[src/rtl/thumb_bl_pkg.sv]
package thumb_bl_pkg;
  typedef enum logic [1:0] {
    ST_RUN    = 2'd0,
    ST_TGT    = 2'd1,
    ST_REFILL = 2'd2
  } seq_st_e;

  typedef enum logic [1:0] {
    PIPE_LOAD  = 2'd0,
    PIPE_FLUSH = 2'd1,
    PIPE_PRIME = 2'd2
  } pipe_op_e;
endpackage

[src/rtl/thumb_bl_pipe.sv]
module thumb_bl_pipe
  import thumb_bl_pkg::*;
#(
  parameter int IW = 16
) (
  input  logic          clk_i,
  input  logic          rst_ni,
  input  pipe_op_e      op_i,
  input  logic [IW-1:0] rdata_i,
  output logic [IW-1:0] ex_o,
  output logic          ex_v_o
);
  logic [IW-1:0] dec_q, ex_q;
  logic          dec_v_q, ex_v_q;

  always_ff @(posedge clk_i or negedge rst_ni) begin
    if (!rst_ni) begin
      dec_q   <= '0;
      ex_q    <= '0;
      dec_v_q <= 1'b0;
      ex_v_q  <= 1'b0;
    end else begin
      unique case (op_i)
        PIPE_FLUSH: begin
          dec_v_q <= 1'b0;
          ex_v_q  <= 1'b0;
        end
        PIPE_PRIME: begin
          dec_q   <= rdata_i;
          dec_v_q <= 1'b1;
          ex_v_q  <= 1'b0;
        end
        default: begin
          ex_q    <= dec_q;
          ex_v_q  <= dec_v_q;
          dec_q   <= rdata_i;
          dec_v_q <= 1'b1;
        end
      endcase
    end
  end

  assign ex_o   = ex_q;
  assign ex_v_o = ex_v_q;

  // flushed stages hold nothing executable
  assert_flush_empty_R5: assert property (@(posedge clk_i) disable iff (!rst_ni)
    op_i == PIPE_FLUSH |=> !ex_v_q && !dec_v_q);
  // the halfword primed at the target reaches execute after the refill
  assert_prime_order_R8: assert property (@(posedge clk_i) disable iff (!rst_ni)
    op_i == PIPE_PRIME |=> ##1 (ex_q == $past(rdata_i, 2)) && ex_v_q);
endmodule

[src/rtl/thumb_bl_link.sv]
module thumb_bl_link
  import thumb_bl_pkg::*;
#(
  parameter int AW = 32,
  parameter int IW = 16,
  parameter int OW = 11
) (
  input  logic          clk_i,
  input  logic          rst_ni,
  input  seq_st_e       st_i,
  input  logic [AW-1:0] fa_i,
  input  logic [IW-1:0] ex_i,
  input  logic          ex_v_i,
  output logic          br_hi_o,
  output logic          br_lo_o,
  output logic [AW-1:0] tgt_o,
  output logic [AW-1:0] lr_o
);
  localparam int HI_SH = OW + 1;
  localparam int GW    = IW - OW - 1;

  logic [AW-1:0] lr_q, ret_q, hi_add, lo_add;
  logic [OW-1:0] off;
  logic          grp;

  assign off     = ex_i[OW-1:0];
  assign grp     = ex_v_i && (ex_i[IW-1:OW+1] == {GW{1'b1}});
  assign br_hi_o = grp && !ex_i[OW];
  assign br_lo_o = grp && ex_i[OW];
  assign hi_add  = {{(AW-HI_SH-OW){off[OW-1]}}, off, {HI_SH{1'b0}}};
  assign lo_add  = {{(AW-OW-1){1'b0}}, off, 1'b0};
  assign tgt_o   = lr_q + lo_add;

  always_ff @(posedge clk_i or negedge rst_ni) begin
    if (!rst_ni) begin
      lr_q  <= '0;
      ret_q <= '0;
    end else begin
      unique case (st_i)
        ST_RUN: begin
          if (br_hi_o) lr_q <= fa_i + hi_add;
          if (br_lo_o) ret_q <= fa_i;
        end
        ST_TGT:    lr_q <= ret_q;
        ST_REFILL: lr_q <= lr_q - AW'(2);
        default:   ;
      endcase
    end
  end

  assign lr_o = lr_q;

  assert_hi_sum_R4: assert property (@(posedge clk_i) disable iff (!rst_ni)
    (st_i == ST_RUN && br_hi_o) |=> lr_q == $past(fa_i) + $past(hi_add));
  assert_ret_R6: assert property (@(posedge clk_i) disable iff (!rst_ni)
    st_i == ST_TGT |=> lr_q == $past(ret_q));
  assert_trim_R7: assert property (@(posedge clk_i) disable iff (!rst_ni)
    st_i == ST_REFILL |=> lr_q == $past(lr_q) - AW'(2));
  assert_other_keep_R9: assert property (@(posedge clk_i) disable iff (!rst_ni)
    (st_i == ST_RUN && !grp) |=> $stable(lr_q));
endmodule

[src/rtl/thumb_bl_fetch.sv]
module thumb_bl_fetch
  import thumb_bl_pkg::*;
#(
  parameter int          AW        = 32,
  parameter logic [31:0] RESET_VEC = 32'h0
) (
  input  logic          clk_i,
  input  logic          rst_ni,
  input  logic          br_lo_i,
  input  logic [AW-1:0] tgt_i,
  output seq_st_e       st_o,
  output pipe_op_e      pipe_op_o,
  output logic [AW-1:0] fa_o,
  output logic          seq_o
);
  seq_st_e       st_q;
  logic [AW-1:0] fa_q;
  logic          first_q, jump;

  assign jump = (st_q == ST_RUN) && br_lo_i;

  always_ff @(posedge clk_i or negedge rst_ni) begin
    if (!rst_ni) begin
      st_q    <= ST_RUN;
      fa_q    <= RESET_VEC[AW-1:0];
      first_q <= 1'b1;
    end else begin
      first_q <= 1'b0;
      unique case (st_q)
        ST_RUN: begin
          fa_q <= jump ? tgt_i : fa_q + AW'(2);
          st_q <= jump ? ST_TGT : ST_RUN;
        end
        ST_TGT: begin
          fa_q <= fa_q + AW'(2);
          st_q <= ST_REFILL;
        end
        default: begin
          fa_q <= fa_q + AW'(2);
          st_q <= ST_RUN;
        end
      endcase
    end
  end

  always_comb begin
    if (jump)                pipe_op_o = PIPE_FLUSH;
    else if (st_q == ST_TGT) pipe_op_o = PIPE_PRIME;
    else                     pipe_op_o = PIPE_LOAD;
  end

  assign seq_o = !(first_q || jump);
  assign st_o  = st_q;
  assign fa_o  = fa_q;

  assert_linear_R3: assert property (@(posedge clk_i) disable iff (!rst_ni)
    (st_q == ST_RUN && !jump) |=> fa_q == $past(fa_q) + AW'(2));
  assert_jump_R6: assert property (@(posedge clk_i) disable iff (!rst_ni)
    jump |=> (fa_q == $past(tgt_i)) && seq_o);
  assert_resume_R8: assert property (@(posedge clk_i) disable iff (!rst_ni)
    st_q == ST_REFILL |=> st_q == ST_RUN && seq_o && !first_q);
endmodule

[src/rtl/thumb_bl_seq.sv]
module thumb_bl_seq
  import thumb_bl_pkg::*;
#(
  parameter int          AW        = 32,
  parameter int          IW        = 16,
  parameter int          OW        = 11,
  parameter logic [31:0] RESET_VEC = 32'h0
) (
  input  logic          clk_i,
  input  logic          rst_ni,
  input  logic [15:0]   rdata_i,
  output logic [31:0]   addr_o,
  output logic [1:0]    size_o,
  output logic          wr_o,
  output logic          req_no,
  output logic          seq_o,
  output logic          opc_no,
  output logic [31:0]   lr_o
);
  seq_st_e       st;
  pipe_op_e      pipe_op;
  logic [AW-1:0] fa, tgt, lr;
  logic [IW-1:0] ex;
  logic          ex_v, br_hi, br_lo;

  thumb_bl_fetch #(.AW(AW), .RESET_VEC(RESET_VEC)) u_fetch (
    .clk_i     (clk_i),
    .rst_ni    (rst_ni),
    .br_lo_i   (br_lo),
    .tgt_i     (tgt),
    .st_o      (st),
    .pipe_op_o (pipe_op),
    .fa_o      (fa),
    .seq_o     (seq_o)
  );

  thumb_bl_pipe #(.IW(IW)) u_pipe (
    .clk_i   (clk_i),
    .rst_ni  (rst_ni),
    .op_i    (pipe_op),
    .rdata_i (rdata_i[IW-1:0]),
    .ex_o    (ex),
    .ex_v_o  (ex_v)
  );

  thumb_bl_link #(.AW(AW), .IW(IW), .OW(OW)) u_link (
    .clk_i   (clk_i),
    .rst_ni  (rst_ni),
    .st_i    (st),
    .fa_i    (fa),
    .ex_i    (ex),
    .ex_v_i  (ex_v),
    .br_hi_o (br_hi),
    .br_lo_o (br_lo),
    .tgt_o   (tgt),
    .lr_o    (lr)
  );

  assign addr_o = fa[31:0];
  assign lr_o   = lr[31:0];
  assign size_o = 2'b01;
  assign wr_o   = 1'b0;
  assign req_no = 1'b0;
  assign opc_no = 1'b0;

  // second half never meets the first half in the same execute slot
  assert_half_excl_R4: assert property (@(posedge clk_i) disable iff (!rst_ni)
    !(br_hi && br_lo));
  // the non-sequential fetch is followed by the target fetch
  assert_nonseq_next_R5: assert property (@(posedge clk_i) disable iff (!rst_ni)
    (!seq_o && st == ST_RUN && br_lo) |=> addr_o == $past(tgt[31:0]));
endmodule

[config.mk]
export PLATFORM = sky130hd
export DESIGN_NAME = thumb_bl_seq
export DESIGN_NICKNAME = d
export VERILOG_FILES = /design/src/rtl/thumb_bl_pkg.sv /design/src/rtl/thumb_bl_pipe.sv /design/src/rtl/thumb_bl_link.sv /design/src/rtl/thumb_bl_fetch.sv /design/src/rtl/thumb_bl_seq.sv
export SDC_FILE = /design/constraint.sdc
export NUM_CORES = 1
export LEC_CHECK = 0
export ABC_AREA = 1
export BUFFER_PORTS_ARGS = -buffer_cell sky130_fd_sc_hd__clkbuf_2
export CAP_MARGIN = 25
export CORE_ASPECT_RATIO = 1.25
export CORE_MARGIN = 2
export CORE_UTILIZATION = 39
export CTS_CLUSTER_SIZE = 20
export DETAILED_ROUTE_END_ITERATION = 16
export SKIP_LAST_GASP = 1
export SYNTH_ARGS = -nofsm -noshare
export SYNTH_HDL_FRONTEND = slang
export SYNTH_SLANG_ARGS = --single-unit
[constraint.sdc]
create_clock -name clk_i -period 2.43 [get_ports clk_i]
set_clock_uncertainty 0.2 [all_clocks]
set_input_delay 0.1215 -clock clk_i [delete_from_list [all_inputs] [get_ports clk_i]]
set_output_delay 0.1215 -clock clk_i [all_outputs]
set_load 0.1 [all_outputs]
# Word level (Yosys, flattened, before mapping)
# Cells that the tools add are included.
# totals
reg_bits	133
inputBits	18
elab_cells	41
# classes
add_sub_neg	4
eq_ne	6
mux	10
reduce_logical	12
# ops
cell	n
$mux W32	3
$pmux W32 S3	1
$add A32 B12 Y32	1
$add A32 B2 Y32 const B	1
$add A32 B32 Y32	1
$sub A32 B2 Y32 const B	1
$eq A2 B1 Y1 const B	2
$eq A2 B2 Y1 const B	2
$eq A4 B4 Y1 const B	1
$logic_and A1 B1 Y1	4
$mux W2	2
$pmux W2 S2	1
$reduce_and A2 Y1	2
$mux W1	3
$reduce_bool A3 Y1	1
$logic_not A1 Y1	2
$logic_not A2 Y1	1
$ne A2 B2 Y1 const B	1
$reduce_or A2 Y1	1
$logic_or A1 B1 Y1	1

# Longest topological paths before layout
# logic_depth
ltp_word	8
ltp_mapped	15

# By module
# From an unflattened synthesis, not the netlist that was laid out.
# hier_totals
cells_unflattened	1410
hier_area_um2	9759.4
# by_module_without_submodules
mod	instances	cells_per_inst	area_per_inst_um2	seq_area_each_um2
thumb_bl_link	1	953	6221.0	1601.5
thumb_bl_fetch	1	308	2154.6	877.1
thumb_bl_pipe	1	142	1338.8	850.8
thumb_bl_seq	1	7	45.0	0.0

# Worst setup path before layout
# Ideal clock, no wire load.
# synth_path
kind	register to register
start	register u_link.lr_q[1], in the netlist u_link.lr_o[1]
end	register u_fetch.fa_q[31], in the netlist u_fetch.fa_o[31]
setup_ns	0.117
arrival_ns	2.608
required_ns	2.113
path_slack_ns	-0.495
stages_incl_launch_ff	16
n_path_buf	0
cell_sequence	dfrtp_1 ha_1 inv_1 fa_1 inv_1 nand3_1 nand2_1 inv_1 o21bai_2 nand2_1 nand3_1 nand2_1 nand2_1 nand2_1 nand2_1 nand2_1
# synth_between
elab_chain_cells	3
# synth_lines
item	line_no	text
start: declaration	thumb_bl_link.sv:22	logic [AW-1:0] lr_q, ret_q, hi_add, lo_add;
start signal: assignment	thumb_bl_link.sv:41	if (br_hi_o) lr_q <= fa_i + hi_add;
start signal: assignment	thumb_bl_link.sv:44	ST_TGT: lr_q <= ret_q;
start signal: assignment	thumb_bl_link.sv:45	ST_REFILL: lr_q <= lr_q - AW'(2);
$add A32 B12 Y32	thumb_bl_link.sv:32	assign tgt_o = lr_q + lo_add;
$mux W32	thumb_bl_fetch.sv:31	fa_q <= jump ? tgt_i : fa_q + AW'(2);
$mux W32	n/a	
end signal: assignment	thumb_bl_fetch.sv:31	
end signal: assignment	thumb_bl_fetch.sv:35	fa_q <= fa_q + AW'(2);
end signal: assignment	thumb_bl_fetch.sv:39	fa_q <= fa_q + AW'(2);
end: declaration	thumb_bl_fetch.sv:17	logic [AW-1:0] fa_q;
# Every way passes these cells.
# A chain may end at the register's enable or synchronous reset.

# Worst setup path in the final report
# layout_path
start	register u_fetch.st_q[1], in the netlist u_fetch.st_o[1]
end	output seq_o
# layout_between
elab_chain_cells	4
# layout_lines
item	line_no	text
start: declaration	thumb_bl_fetch.sv:16	seq_st_e st_q;
start signal: assignment	thumb_bl_fetch.sv:32	st_q <= jump ? ST_TGT : ST_RUN;
$logic_not A2 Y1	thumb_bl_fetch.sv:20	assign jump = (st_q == ST_RUN) && br_lo_i;
$logic_and A1 B1 Y1	thumb_bl_fetch.sv:20	
$logic_or A1 B1 Y1	thumb_bl_fetch.sv:52	assign seq_o = !(first_q || jump);
$logic_not A1 Y1	thumb_bl_fetch.sv:52	
end: declaration	thumb_bl_seq.sv:16	output logic seq_o,
# Every way passes these cells.

==> impl_metrics.toml <==
[logic_synthesis]
netlist_area_mm2 = 0.00953
ys.flop_type = "dfrtp_1"
synthArstFlopShare_pct = 100
yosysWarnings = 0
yosysTopAreaCell = "dfrtp_1"
ys_ff_latch = 133
netlist_instances = 1433
avgSynthCellArea_um2 = 6.65
ys_seq_area_share_pct = 34.9
synth_edf_count = 0
synthTopCellsByArea = "dfrtp_1 35%, nand2_1 17%, inv_1 7.6%"
yosysTopAreaCellShare_pct = 34.7
synth_cell_types = 47

[clocking]
cts_max_level = 4
numCtsBuffers = 17
clk_latency_ns = 0.43
cts_tree = "done"
cts-root-buf = "clkbuf_16"
clockBufferDepth = 2
clkSinkCount = 133
clk_pin_slew_ns = 0.06

[layout]
seqCellArea_mm2 = 0.00337
diodes = 0
drive_gt1_share_pct = 19.5
final_cell_mix = "421 x nand2_1, 191 x inv_1, 131 x o21ai_0"
syn2layout_area_growth_pct = 26.4
fin_nets = 1662
nFillCells = 2399
multiInputGateArea_mm2 = 0.00552
final_common_cell = "nand2_1"

[timing]
setup-violations-final = 0
fin_crit_sh_pct = 96.0
min_period_ns = 2.33
setup_slack_ns = 0.0960
max_slew.worst_pin.slew_ns = 0.772
fin_setup_tns_ns = 0
drv_slew = 0
rsz0062_at_grt = "yes"
hold_violations = 0
max_freq_ghz = 0.428
relSlewSlack_pct = 48.0

[route]
wl_per_cell_um = 19.0
drt_iter0_markers = 819
wl_mm = 36.8
drc = 0
vias_per_cell = 5.27
dr.pass1.iters = 5
vias = 10200
ant_nets = 0

[power_and_ir_drop]
internal_power_mw = 7.35
sw_frac_of_total_pct = 58.7
switchingPower_mw = 10.4
clock_power_share_pct = 14.3
power_density_mw_per_mm2 = 1480
p_leak_nw = 5.98
power_frac_comb_pct = 62.8
p_seq_share_pct = 22.8
ir_worst_vdd_mv = 1.18
finalPower_mw = 17.8

[setup_path]
critPathMaxFanout = 31
critical_path_class = "flip-flop to output port"
critical_path.cell_chain = "inv_1, ha_1, nand2_1, nor2_4, buf_12, or2_2, inv_1, buf_12"
crit_path_end_kind = "output port"
critical_path.startpoint_type = "flip-flop"
worst-endpoint-arrival_ns = 2.01
cpMaxStageDelayCell = "dfrtp_1"
cp.required_ns = 2.11
cpPeakStageDelay_ns = 0.40

[floorplanning]
rows = 63
pin_count = 88
core_mm2 = 0.0239
initial_utilization_pct = 39.9
die_h_um = 179
dieWidth_um = 144
die_area_mm2 = 0.0257

[placed_design]
place_congestion = 0.942
io_buffers = 82
dp_hpwl_mm = 28.7
dpl_worst_slack_ns = -0.0385

[global_route]
grt_busiest_layer = "met2"
grtUsageMet3_pct = 3.18
grt_pass1_vias = 9761
grt_max_degree = 62
grt_first_pass_wirelength_mm = 55.3
grt_util_met2_pct = 46.5
use_met1_pct = 35.7
antenna_found_initial = 0
grt.overflow.total = 0
grt_util_all_layers_pct = 29.1

[min_path]
hp-class = "input port to async pin"

[outcome]
status = "finished, final reports clean"

[flow_run]
cap_violations = 0
==> flip-flops by register name, summed over array words and instances (netlist names) <==
signal / flops
u_fetch.first_q: 1
u_pipe.ex_v_o: 1
u_fetch.st_o: 2
u_link.ret_q: 32
u_fetch.fa_o: 32
u_link.lr_o: 32
u_pipe.ex_o: 16
u_pipe.dec_v_q: 1
u_pipe.dec_q: 16
==> layer usage <==
layer  up-vias  share of wire, %
li1       4958                 -
met1      4829                41
met2       350                46
met3       105               4.0
met4         0               8.3
met5         -                 0
==> cells in the mapped netlist, types with 18 or more instances <==
master and count:
nand2_1 428, buf_2 18, inv_1 193, dfrtp_1 132, a21oi_1 75, nor3_1 23
ha_1 37, nand3_1 98, xor2_1 28, nand4_1 25, o21ai_0 137, clkbuf_1 20
nor2_1 133
==> path summary, 6_finish.rpt <==
path / start / to / slack, ns / cells after the start
hold reg to reg: u_pipe.dec_v_q / u_pipe.ex_v_o / 0.28 / 2
setup / recovery: u_fetch.st_o[1] / seq_o / 0.1 / 8
min in group clk_i: rdata_i[0] / u_pipe.dec_q[0] / 0.24 / 4
hold / removal: rst_ni / u_link.lr_o[4] / 0.02 / 2
max in group asynchronous: rst_ni / u_fetch.fa_o[23] / 1.15 / 3
setup reg to reg: u_pipe.ex_o[8] / u_link.lr_o[21] / 0.1 / 10
==> final cells by class <==
cell class | count | share of cell area (%)
clock buffer | 20 | 3.71
clock inverter | 12 | 1.01
inverter | 199 | 6.20
multi-input combinational | 1057 | 45.8
sequential | 133 | 28.0
tap | 325 | 3.38
timing repair buffer | 197 | 11.9
==> per-stage QoR <==
| step | utilization (%) | instances | hold WS (ns) | area, um^2 |
|---|---|---|---|---|
| 5_1_grt | 50.4 | 1943 | 0.0544 | 12000 |
| 6_report | 50.4 | 1943 | 0.0240 | 12000 |
| 3_3_place_gp | 45.9 | 1888 | -0.0857 | 11000 |
| 3_5_place_dp | 45.9 | 1888 | -0.0830 | 11000 |
| 4_1_cts | 49.0 | 1937 | 0.0353 | 11700 |
| 2_1_floorplan | - | 1437 | -0.374 | 9600 |
==> critical path: cells and delay by family, from the launching register on <==
family / cells / cell delay (ns)
fa+ha+maj: 1 / 0.18
buf+inv: 4 / 0.56
simple gates: 3 / 0.44
flops: 1 / 0.40
==> what timing repair did <==
item / 4_1_cts / 5_1_grt
pin swaps: 0 / 2
hold buffers: 17 / 0
endpoints found under the setup margin: 12 / 39
gates cloned: 0 / 1
resized for setup: 4 / 59
endpoints found under the hold margin: 118 / 0
buffers inserted: 0 / 5
==> logic make-up after synthesis <==
group           count (synthesis)  synth area share [%]
fa+ha+maj                      39                  5.28
xor+xnor                       30                  2.76
simple gates                  742                  33.2
flops                         133                  34.9
compound gates                240                  13.3
other cells                     2                0.0788
buf+inv                       247                  10.4
==> power by group through the flow <==
stage          registers, mW  clock network, mW  logic, mW
5_1_grt                 4.13               2.68       12.0
6_report                4.06               2.55       11.2
3_3_place_gp            4.01                  0       10.6
2_1_floorplan           7.33                  0       4.04
4_1_cts                 3.99               2.58       10.7
3_5_place_dp            4.02                  0       10.7
Power figures use the tool's default switching activity.
